===== src/rtl/notone_pkg.sv =====
package notone_pkg;

   typedef enum logic [1:0] {
      BAND_HIGH = 2'b00,
      BAND_MID  = 2'b01,
      BAND_EXT  = 2'b10,
      BAND_RSVD = 2'b11
   } band_e;

   function automatic int unsigned max_u(input int unsigned a, input int unsigned b);
      return (a > b) ? a : b;
   endfunction

endpackage


===== src/rtl/notone_period.sv =====
module notone_period
   import notone_pkg::*;
#(
   parameter int MULT_W       = 4,
   parameter int STEP_HIGH_MS = 20,
   parameter int STEP_MID_MS  = 40,
   parameter int CNT_W        = 10
) (
   input  logic [MULT_W-1:0] k_i,
   input  logic [1:0]        band_sel_i,
   output logic [CNT_W-1:0]  period_o
);

   logic [CNT_W-1:0] high_ms;
   logic [CNT_W-1:0] mid_ms;
   band_e            band;

   assign band    = band_e'(band_sel_i);
   assign high_ms = CNT_W'(k_i) * CNT_W'(STEP_HIGH_MS);

   generate
      if (STEP_MID_MS == 2 * STEP_HIGH_MS) begin : g_mid_shift
         assign mid_ms = {high_ms[CNT_W-2:0], 1'b0};
      end else begin : g_mid_mult
         assign mid_ms = CNT_W'(k_i) * CNT_W'(STEP_MID_MS);
      end
   endgenerate

   assign period_o = (band == BAND_MID) ? mid_ms : high_ms;

endmodule


===== src/rtl/notone_countdown.sv =====
module notone_countdown #(
   parameter int CNT_W = 10
) (
   input  logic             clk_i,
   input  logic             rst_ni,
   input  logic             load_i,
   input  logic             restart_i,
   input  logic             tick_i,
   input  logic [CNT_W-1:0] period_i,
   output logic             expire_o
);

   logic             running_q;
   logic [CNT_W-1:0] remain_q;

   assign expire_o = running_q && (remain_q == '0) && !restart_i && !load_i;

   always_ff @(posedge clk_i or negedge rst_ni) begin
      if (!rst_ni) begin
         running_q <= 1'b0;
         remain_q  <= '0;
      end else if (load_i) begin
         running_q <= 1'b0;
      end else if (restart_i) begin
         running_q <= 1'b1;
         remain_q  <= period_i;
      end else if (expire_o) begin
         running_q <= 1'b0;
      end else if (running_q && tick_i && (remain_q != '0)) begin
         remain_q  <= remain_q - 1'b1;
      end
   end


   load_disarm_chk: assert property (@(posedge clk_i) disable iff (!rst_ni)
      load_i |=> !running_q);


   restart_full_chk: assert property (@(posedge clk_i) disable iff (!rst_ni)
      (restart_i && !load_i) |=> (running_q && remain_q == $past(period_i)));


   one_shot_chk: assert property (@(posedge clk_i) disable iff (!rst_ni)
      expire_o |=> !running_q);

endmodule


===== src/rtl/notone_flag.sv =====
module notone_flag #(
   parameter int PROG_W = 8
) (
   input  logic              clk_i,
   input  logic              rst_ni,
   input  logic              load_i,
   input  logic              expire_i,
   input  logic              meas_done_i,
   input  logic              meas_abort_i,
   input  logic              meas_busy_i,
   input  logic [PROG_W-1:0] meas_progress_i,
   input  logic              status_rd_i,
   output logic              flag_o,
   output logic              irq_o
);

   localparam int                LATE_THR_I = (3 * (1 << PROG_W)) / 4;
   localparam logic [PROG_W-1:0] LATE_THR   = PROG_W'(LATE_THR_I);

   logic late_meas;
   logic set_now;
   logic pending_q;
   logic flag_q;
   logic irq_q;

   assign late_meas = meas_busy_i && (meas_progress_i > LATE_THR);
   assign set_now   = !load_i && ((expire_i && (!late_meas || meas_abort_i)) ||
                                  (pending_q && meas_abort_i));

   always_ff @(posedge clk_i or negedge rst_ni) begin
      if (!rst_ni) begin
         pending_q <= 1'b0;
         flag_q    <= 1'b0;
         irq_q     <= 1'b0;
      end else begin
         irq_q <= set_now;
         if (load_i || meas_done_i || (pending_q && meas_abort_i))
            pending_q <= 1'b0;
         else if (expire_i && late_meas && !meas_abort_i)
            pending_q <= 1'b1;
         if (load_i)
            flag_q <= 1'b0;
         else if (set_now)
            flag_q <= 1'b1;
         else if (status_rd_i)
            flag_q <= 1'b0;
      end
   end

   assign flag_o = flag_q;
   assign irq_o  = irq_q;


   late_hold_chk: assert property (@(posedge clk_i) disable iff (!rst_ni)
      (expire_i && late_meas && !meas_abort_i && !flag_q) |=> !flag_q);


   done_discard_chk: assert property (@(posedge clk_i) disable iff (!rst_ni)
      meas_done_i |=> !pending_q);


   read_clear_chk: assert property (@(posedge clk_i) disable iff (!rst_ni)
      (status_rd_i && !expire_i && !meas_abort_i) |=> !flag_q);


   irq_with_flag_chk: assert property (@(posedge clk_i) disable iff (!rst_ni)
      irq_q |-> flag_q);

endmodule


===== src/rtl/notone_supervisor.sv =====
module notone_supervisor
   import notone_pkg::*;
#(
   parameter int SET_W        = 8,
   parameter int MULT_W       = 4,
   parameter int STEP_HIGH_MS = 20,
   parameter int STEP_MID_MS  = 40,
   parameter int PROG_W       = 8
) (
   input  logic              clk_i,
   input  logic              rst_ni,
   input  logic              tick_1ms_i,
   input  logic [1:0]        band_sel_i,
   input  logic              cfg_load_i,
   input  logic [SET_W-1:0]  cfg_data_i,
   input  logic              meas_done_i,
   input  logic              meas_abort_i,
   input  logic              meas_busy_i,
   input  logic [PROG_W-1:0] meas_progress_i,
   input  logic              status_rd_i,
   output logic              expired_o,
   output logic              irq_o
);

   localparam int K_MAX  = (1 << MULT_W) - 1;
   localparam int MAX_MS = K_MAX * int'(max_u(STEP_HIGH_MS, STEP_MID_MS));
   localparam int CNT_W  = $clog2(MAX_MS + 1) + 1;

   initial begin
      assert (SET_W >= MULT_W && MULT_W >= 1) else $error("setting narrower than step count");
      assert (STEP_HIGH_MS >= 1 && STEP_MID_MS >= 1) else $error("step length must be positive");
      assert (PROG_W >= 2) else $error("progress needs at least two bits");
   end

   logic [MULT_W-1:0] k_q;
   logic [CNT_W-1:0]  period;
   logic              expire;
   logic              unused_hi_bits;

   generate
      if (SET_W > MULT_W) begin : g_hi_bits
         assign unused_hi_bits = ^cfg_data_i[SET_W-1:MULT_W];
      end else begin : g_no_hi_bits
         assign unused_hi_bits = 1'b0;
      end
   endgenerate

   always_ff @(posedge clk_i or negedge rst_ni) begin
      if (!rst_ni)
         k_q <= '0;
      else if (cfg_load_i)
         k_q <= cfg_data_i[MULT_W-1:0];
   end

   notone_period #(
      .MULT_W      (MULT_W),
      .STEP_HIGH_MS(STEP_HIGH_MS),
      .STEP_MID_MS (STEP_MID_MS),
      .CNT_W       (CNT_W)
   ) i_period (
      .k_i       (k_q),
      .band_sel_i(band_sel_i),
      .period_o  (period)
   );

   notone_countdown #(
      .CNT_W(CNT_W)
   ) i_countdown (
      .clk_i    (clk_i),
      .rst_ni   (rst_ni),
      .load_i   (cfg_load_i),
      .restart_i(meas_done_i),
      .tick_i   (tick_1ms_i),
      .period_i (period),
      .expire_o (expire)
   );

   notone_flag #(
      .PROG_W(PROG_W)
   ) i_flag (
      .clk_i          (clk_i),
      .rst_ni         (rst_ni),
      .load_i         (cfg_load_i),
      .expire_i       (expire),
      .meas_done_i    (meas_done_i),
      .meas_abort_i   (meas_abort_i),
      .meas_busy_i    (meas_busy_i),
      .meas_progress_i(meas_progress_i),
      .status_rd_i    (status_rd_i),
      .flag_o         (expired_o),
      .irq_o          (irq_o)
   );


   upper_bits_chk: assert property (@(posedge clk_i) disable iff (!rst_ni)
      cfg_load_i |=> (k_q == $past(cfg_data_i[MULT_W-1:0])));

endmodule


===== config.mk =====
export PLATFORM = sky130hd
export DESIGN_NAME = notone_supervisor
export DESIGN_NICKNAME = d
export VERILOG_FILES = /design/src/rtl/notone_pkg.sv /design/src/rtl/notone_period.sv /design/src/rtl/notone_countdown.sv /design/src/rtl/notone_flag.sv /design/src/rtl/notone_supervisor.sv
export SDC_FILE = /design/constraint.sdc
export NUM_CORES = 1
export LEC_CHECK = 0
export BUFFER_PORTS_ARGS = -buffer_cell sky130_fd_sc_hd__buf_2
export CAP_MARGIN = 20
export CORE_MARGIN = 10
export CORE_UTILIZATION = 58
export DETAILED_ROUTE_END_ITERATION = 8
export PLACE_DENSITY = 0.84
export SETUP_SLACK_MARGIN = 0.2
export SYNTH_ARGS = -nofsm -noshare
export SYNTH_HDL_FRONTEND = slang
export SYNTH_SLANG_ARGS = --single-unit

===== constraint.sdc =====
create_clock -name clk_i -period 4.31 [get_ports clk_i]
set_input_delay 0.6465 -clock clk_i [delete_from_list [all_inputs] [get_ports clk_i]]
set_output_delay 0.6465 -clock clk_i [all_outputs]
set_load 0.05 [all_outputs]

==> flow_summary.toml, run 1 <==
[outcome]
outcome = "finished, final reports clean"

[grt]
grt_max_degree = 20
antenna_found_initial = 0
grt_pass1_vias = 1199
grt_pass1_wl_um = 5550
grt_usage_pct = 15.4
grt_overflow = 0

[sta]
timing.final.crit_period_ns = 2.42
relSlewSlack_pct = 46.0
fin_crit_sh_pct = 56.2
tightest_slew_ns = 0.803
final.setup.tns_ns = 0
drv_slew = 0
fin_worst_skew_ns = 0.00118
finalSetupViolations = 0
fmax_mhz = 413
hold_viol_final = 0
setup_ws_ns = 1.89
rsz0062_at_grt = "no"
holdWs_ns = 0.265

[drt]
dr.pass1.iters = 4
num_vias = 1220
ant_nets = 0
wl_um = 3320
drc = 0
post_drt_wl_per_cell_um = 17.8
vias_per_cell = 6.56
initialDrtViolationCount = 73

[layout]
fill_cells = 161
drive_gt1_share_pct = 27.8
diodes = 0
area_delta_synth_final_pct = 11.3
finish.utilization_pct = 67.0
nets = 192
multiInputGateArea_um2 = 798
seq_area_um2 = 475
design_area_um2 = 1470

[clock_network]
cts_hold_buf = 0
cts_tree = "built"
clock-root-buffer = "clkbuf_4"
htreeDepth = 1
clock_path_buffers = 2
postCtsSetupBuffers = 0
numCtsBuffers = 3
cts_sinks = 19
clock_latency_ns = 0.30
path_clk_slew_ns = 0.10
cts-resized-gates = 0

[synth]
netlist_instances = 138
syn_nets = 171
synthArstFlopShare_pct = 100
ys_types = 45
ys_ff_latch = 19
synth_top_area_cell = "dfrtp_1"
yosys-top-cells-area = "dfrtp_1 36%, mux2_2 9.4%, ha_1 5.7%"
ys_seq_area_share_pct = 36.0
synth_area_um2 = 1320
yosys.area.top_type_share_pct = 36.0
synth_edf_count = 0
yosys_most_used_dff = "dfrtp_1"
syn_area_per_cell_um2 = 9.57
yosys_warnings = 0

[place]
io_buffers = 23
placed_area_um2 = 1440
routabilityCongestion = 0.918
dp_slack_ns = 1.94
dp_hpwl_um = 2450

[critical_path]
crit_fanout = 9
critPathLaunchType = "flip-flop"
path_class = "reg -> reg"
worstPathRequired_ns = 4.50
slowest_stage = "nor4_2"
cp_data_arrival_time_ns = 2.61
r2r_start = "i_countdown.remain_q[7]"
slowest_delay_ns = 0.75
end_kind = "flip-flop"
r2r_slack_ns = 1.89
worstRegToRegCells = 4
rr_endpoint = "i_countdown.remain_q[7]"
cp_cell_sequence = "or4_1, nor4_2, nor3_1, o311a_1"

[die]
pin_count = 28
die_x_um = 67.7
fp.dieArea_um2 = 4580
die_h_um = 67.7
start_util_pct = 60.3
num_rows = 17
coreArea_um2 = 2190

[power_and_ir_drop]
power.density_nw_per_um2 = 362
peakVddDrop_v = 0.000252
power.leakage_nw = 0.621

[worst_hold_path]
min_path_type = "in -> async"

[run]
drv_cap = 0
[routing by layer]
metal,vias up,GRT usage (%),share of wire (%)
li1,570,-,-
met1,580,18.5,41
met2,62,25.4,48
met3,8,3.64,9.3
met4,0,6.92,2.1
met5,-,0,0
[cell usage after synthesis, types with 2 or more instances]
cell type,count
a21oi_1,4
a22oi_1,4
clkbuf_1,5
dfrtp_1,19
ha_1,6
inv_1,4
mux2_2,11
nand2_1,6
nand2b_1,4
nand3_1,8
nand3b_1,2
nand4b_1,3
nor2_1,11
nor2b_1,2
nor3_1,7
nor4_1,2
o311ai_0,4
o41ai_1,2
or2_2,2
or3_1,4
or4_1,4
[power by group]
group,internal [W],total (W),switching (W)
clock,0.0000361,0.0000905,0.0000544
sequential,0.000210,0.000255,0.0000453
combinational,0.0000889,0.000187,0.0000978
total,0.000335,0.000532,0.000198
[worst max path at each step]
stage	start	endpoint	slack, ns	depth (start not counted)
final	i_countdown.remain_q[7]	i_countdown.remain_q[7]	1.89	4
after global routing	i_countdown.remain_q[7]	i_flag.pending_q	1.70	4
after CTS	i_countdown.remain_q[7]	i_flag.pending_q	1.91	4
after detailed placement	i_countdown.remain_q[7]	i_flag.pending_q	1.94	4
after global placement	i_countdown.remain_q[7]	i_countdown.remain_q[0]	1.99	4
after floorplan	i_countdown.remain_q[7]	i_countdown.remain_q[0]	2.06	6
[metrics by stage]
step / std cells / total power, W
after global placement: 182 / 0.000426
final: 186 / 0.000532
after detailed placement: 182 / 0.000439
after CTS: 186 / 0.000529
after floorplan: 138 / 0.000384
after global routing: 186 / 0.000570
[cell usage in the layout (no fill, tap or decap), types with 2 or more instances in the layout]
cell and n:
or3_1 4, nor2b_1 2, o41ai_1 2, ha_1 6
a22oi_1 4, a21oi_1 4, or4_1 4, nor2_1 11
nor4_1 2, buf_2 23, nand4b_1 3, nand2b_1 4
o311ai_0 4, nor3_1 7, nand3b_1 2, or2_2 2
inv_1 4, clkbuf_4 3, dfrtp_1 19, nand3_1 8
mux2_2 11, nand2_1 6
[flip-flops by register name (all words and copies together) (netlist names)]
name                   count
i_countdown.remain_q      11
k_q                        4
i_countdown.running_q      1
i_flag.flag_o              1
i_flag.irq_o               1
i_flag.pending_q           1
[critical path: cells and delay by family (launching register included)]
family           cells  cell delay [ns]
AND/OR/NAND/NOR      3             1.56
flip-flops           1             0.44
AO/OA/AOI/OAI        1             0.31
[cell families after synthesis]
logic type	count (synthesis)	share of synthesized area [%]
xor+xnor	1	0.664
fa+ha+maj	7	7.20
mux	12	10.1
simple gates	60	26.3
buf+inv	12	3.51
flops	19	36.0
compound gates	27	16.2
[area by class of cell]
cell class                 instances  share of cell area [%]
sequential                        19                    32.4
timing repair buffer              23                    7.84
inverter                           5                    1.28
tap                               28                    2.39
multi-input combinational        107                    54.3
clock buffer                       4                    1.79
Power figures use the tool's default switching activity.
==> run 2, diff against run 1 <==
--- a/config.mk
+++ b/config.mk
@@ -5,12 +5,13 @@
 export SDC_FILE = /design/constraint.sdc
 export NUM_CORES = 1
 export LEC_CHECK = 0
+export ABC_AREA = 1
 export BUFFER_PORTS_ARGS = -buffer_cell sky130_fd_sc_hd__buf_2
 export CAP_MARGIN = 20
 export CORE_MARGIN = 10
-export CORE_UTILIZATION = 58
+export CORE_UTILIZATION = 49
 export DETAILED_ROUTE_END_ITERATION = 8
-export PLACE_DENSITY = 0.84
+export PLACE_DENSITY = 0.75
 export SETUP_SLACK_MARGIN = 0.2
 export SYNTH_ARGS = -nofsm -noshare
 export SYNTH_HDL_FRONTEND = slang
==> constraint.sdc (replaced) <==
create_clock -name clk_i -period 2 [get_ports clk_i]
set_input_delay 0.3 -clock clk_i [delete_from_list [all_inputs] [get_ports clk_i]]
set_output_delay 0.3 -clock clk_i [all_outputs]
set_load 0.05 [all_outputs]
==> run 2 against run 1 <==
  * Area after synthesis increased by 6.6%
  * Worst hold slack got worse by 0.077 ns
  * Critical path depth up 5
  * Power increased by 150%
  * Fmax rose by 29%
  * Synthesized cell count is 54% higher
==> flow_summary.toml, run 2 <==
[power_and_ir_drop]
power_switching_w = 0.000564
peakVddDrop_v = 0.000605
power_frac_comb_pct = 43.4
power.leakage_nw = 0.923
internal_power_w = 0.000745
p_seq_share_pct = 40.7
clkPwrFrac_pct = 15.8
switching_share_pct = 43.1
power.density_nw_per_um2 = 804

[synth]
synth_area_um2 = 1410
syn_area_per_cell_um2 = 6.61
ys_ff_latch = 19
synth_top_area_cell = "dfrtp_1"
yosys_most_used_dff = "dfrtp_1"
yosys-top-cells-area = "dfrtp_1 34%, nand2_1 23%, nor2_1 6.7%"
synth.most_common_cell = "nand2_1"
netlist_instances = 213
syn_nets = 246
yosys_warnings = 0
ys_types = 24
synth_edf_count = 0
ys_top_cells_by_count = "86 x nand2_1, 25 x nor2_1, 24 x inv_1, 19 x dfrtp_1, 13 x nand3_1"
yosys.area.top_type_share_pct = 33.8
synthArstFlopShare_pct = 100
ys_seq_area_share_pct = 33.8

[clock_network]
cts_sinks = 19
path_clk_slew_ns = 0.11
cts_tree = "built"
clock_path_buffers = 2
htreeDepth = 1
numCtsBuffers = 3
clock_latency_ns = 0.31
clock-root-buffer = "clkbuf_4"

[sta]
fin_crit_sh_pct = 94.0
timing.final.crit_period_ns = 1.88
relSlewSlack_pct = 69.8
fmax_mhz = 532
final.setup.tns_ns = 0
rsz0062_at_grt = "yes"
tightest_slew_ns = 0.453
drv_slew = 0
fin_worst_skew_ns = 0.00140
finalSetupViolations = 0
hold_viol_final = 0
setup_ws_ns = 0.119

[worst_hold_path]
hold_path_end = "k_q[3]"
hold_depth = 3
hp-start = "cfg_data_i[3]"
min_path_type = "in -> reg"

[drt]
wl_um = 3250
ant_nets = 0
num_vias = 1368
initialDrtViolationCount = 118
post_drt_wl_per_cell_um = 12.0
vias_per_cell = 5.05
dr.pass1.iters = 4
drc = 0

[grt]
grt_max_degree = 20
grt_pass1_wl_um = 5530
grt_usage_pct = 12.5
antenna_found_initial = 0
grt_pass1_vias = 1286
grt_overflow = 0

[critical_path]
worstPathRequired_ns = 2.21
cp_cell_sequence = "ha_1, ha_2, fa_2, xnor2_2, a21oi_1, o21ai_1, nand2_1, nand2_1, nand2_1"
path_delay_family = "adder cells"
worstRegToRegCells = 9
cp_data_arrival_time_ns = 2.09
r2r_start = "k_q[3]"
path_buf_inv = 0
slowest_delay_ns = 0.41
rr_endpoint = "i_countdown.remain_q[8]"
path_class = "reg -> reg"
crit_start = "k_q[3]"
crit_fanout = 2
r2r_slack_ns = 0.12
end_kind = "flip-flop"
critPathLaunchType = "flip-flop"
cp_common_cell = "nand2_1"
slowest_stage = "dfrtp_1"

[die]
num_rows = 19
pin_count = 28
die_x_um = 73.6
start_util_pct = 51.0
die_h_um = 73.6
coreArea_um2 = 2760
fp.dieArea_um2 = 5420

[run]
drv_cap = 0

[layout]
final_common_cell = "nand2_1"
diodes = 0
area_delta_synth_final_pct = 15.7
largest_register = "i_countdown.remain_q"
most-common-layout-cells = "86 x nand2_1, 24 x inv_1, 23 x nor2_1, 23 x buf_2, 19 x dfrtp_1"
nets = 274
fill_cells = 265
drive_gt1_share_pct = 19.2
finish.utilization_pct = 59.1
largestRegisters = "i_countdown.remain_q: 11 flops, k_q: 4 flops"
largest_reg_flops = 11

[place]
dp_hpwl_um = 2430
io_buffers = 23
dp_slack_ns = 0.0853
routabilityCongestion = 0.862

[outcome]
outcome = "finished, final reports clean"
-- run 2: what timing repair did --
item	4_1_cts	5_1_grt
gates resized for setup	3	5
gates cloned	0	0
hold endpoints to repair	19	0
setup buffers	0	1
endpoints found under the setup margin	3	11
pin swaps	1	2
hold buffers	1	0
-- run 2: cell families after synthesis --
kind of cell	Yosys count	synth area share, %
and+or+nand+nor	136	41.4
buffers and inverters	29	9.07
AOI/OAI and AO/OA	20	7.73
DFF	19	33.8
adders and majority gates	7	6.76
xor gates and xnor gates	2	1.24
-- run 2: worst max path at each step --
stage,endpoint,slack [ns],cells past startpoint
global route,i_countdown.remain_q[7],0.05,9
global placement,i_countdown.remain_q[8],0.14,9
CTS,i_countdown.remain_q[8],0.12,9
floorplan,i_countdown.remain_q[7],0.18,9
detailed placement,i_countdown.remain_q[8],0.09,9
finish,i_countdown.remain_q[8],0.12,9
-- run 2: final cells by class --
cell class / instances / area (µm²) / share of cell area [%]
Inverter: 24 / 90.1 / 5.53
Tap cell: 31 / 38.8 / 2.38
Timing Repair Buffer: 28 / 155 / 9.52
Clock buffer: 4 / 26.3 / 1.61
Sequential cell: 19 / 475 / 29.2
Multi-Input combinational cell: 165 / 843 / 51.8
-- run 2: power groups by stage --
stage / clock, W / sequential (W) / combinational, W
after floorplan: 0 / 0.000523 / 0.000427
after global placement: 0 / 0.000538 / 0.000525
after detailed placement: 0 / 0.000538 / 0.000535
after CTS: 0.000215 / 0.000530 / 0.000545
after global routing: 0.000224 / 0.000547 / 0.000658
final: 0.000208 / 0.000534 / 0.000569
-- run 2: per-stage QoR --
stage | hold WS, ns | total power, W | cell area, µm² | cells
after global placement | 0.273 | 0.00106 | 1550 | 265
after floorplan | 0.00441 | 0.000950 | 1410 | 213
after CTS | 0.183 | 0.00129 | 1600 | 270
final | 0.189 | 0.00131 | 1630 | 271
after global routing | 0.199 | 0.00143 | 1630 | 271
after detailed placement | 0.273 | 0.00107 | 1550 | 265
-- run 2: per-layer routing --
layer | share of wire [%] | GRT usage [%] | vias up | wire, µm
li1 | - | - | 713 | -
met4 | 1.0 | 4.35 | 0 | 34
met3 | 5.4 | 2.69 | 4 | 177
met2 | 47 | 21.7 | 27 | 1530
met5 | 0 | 0 | - | 0
met1 | 47 | 14.6 | 624 | 1510
-- run 2: tightest hold or removal path: cells and delay by family --
family | cells | cell delay, ns
AND/OR/NAND/NOR | 2 | 0.09
buffers and inverters | 1 | 0.08
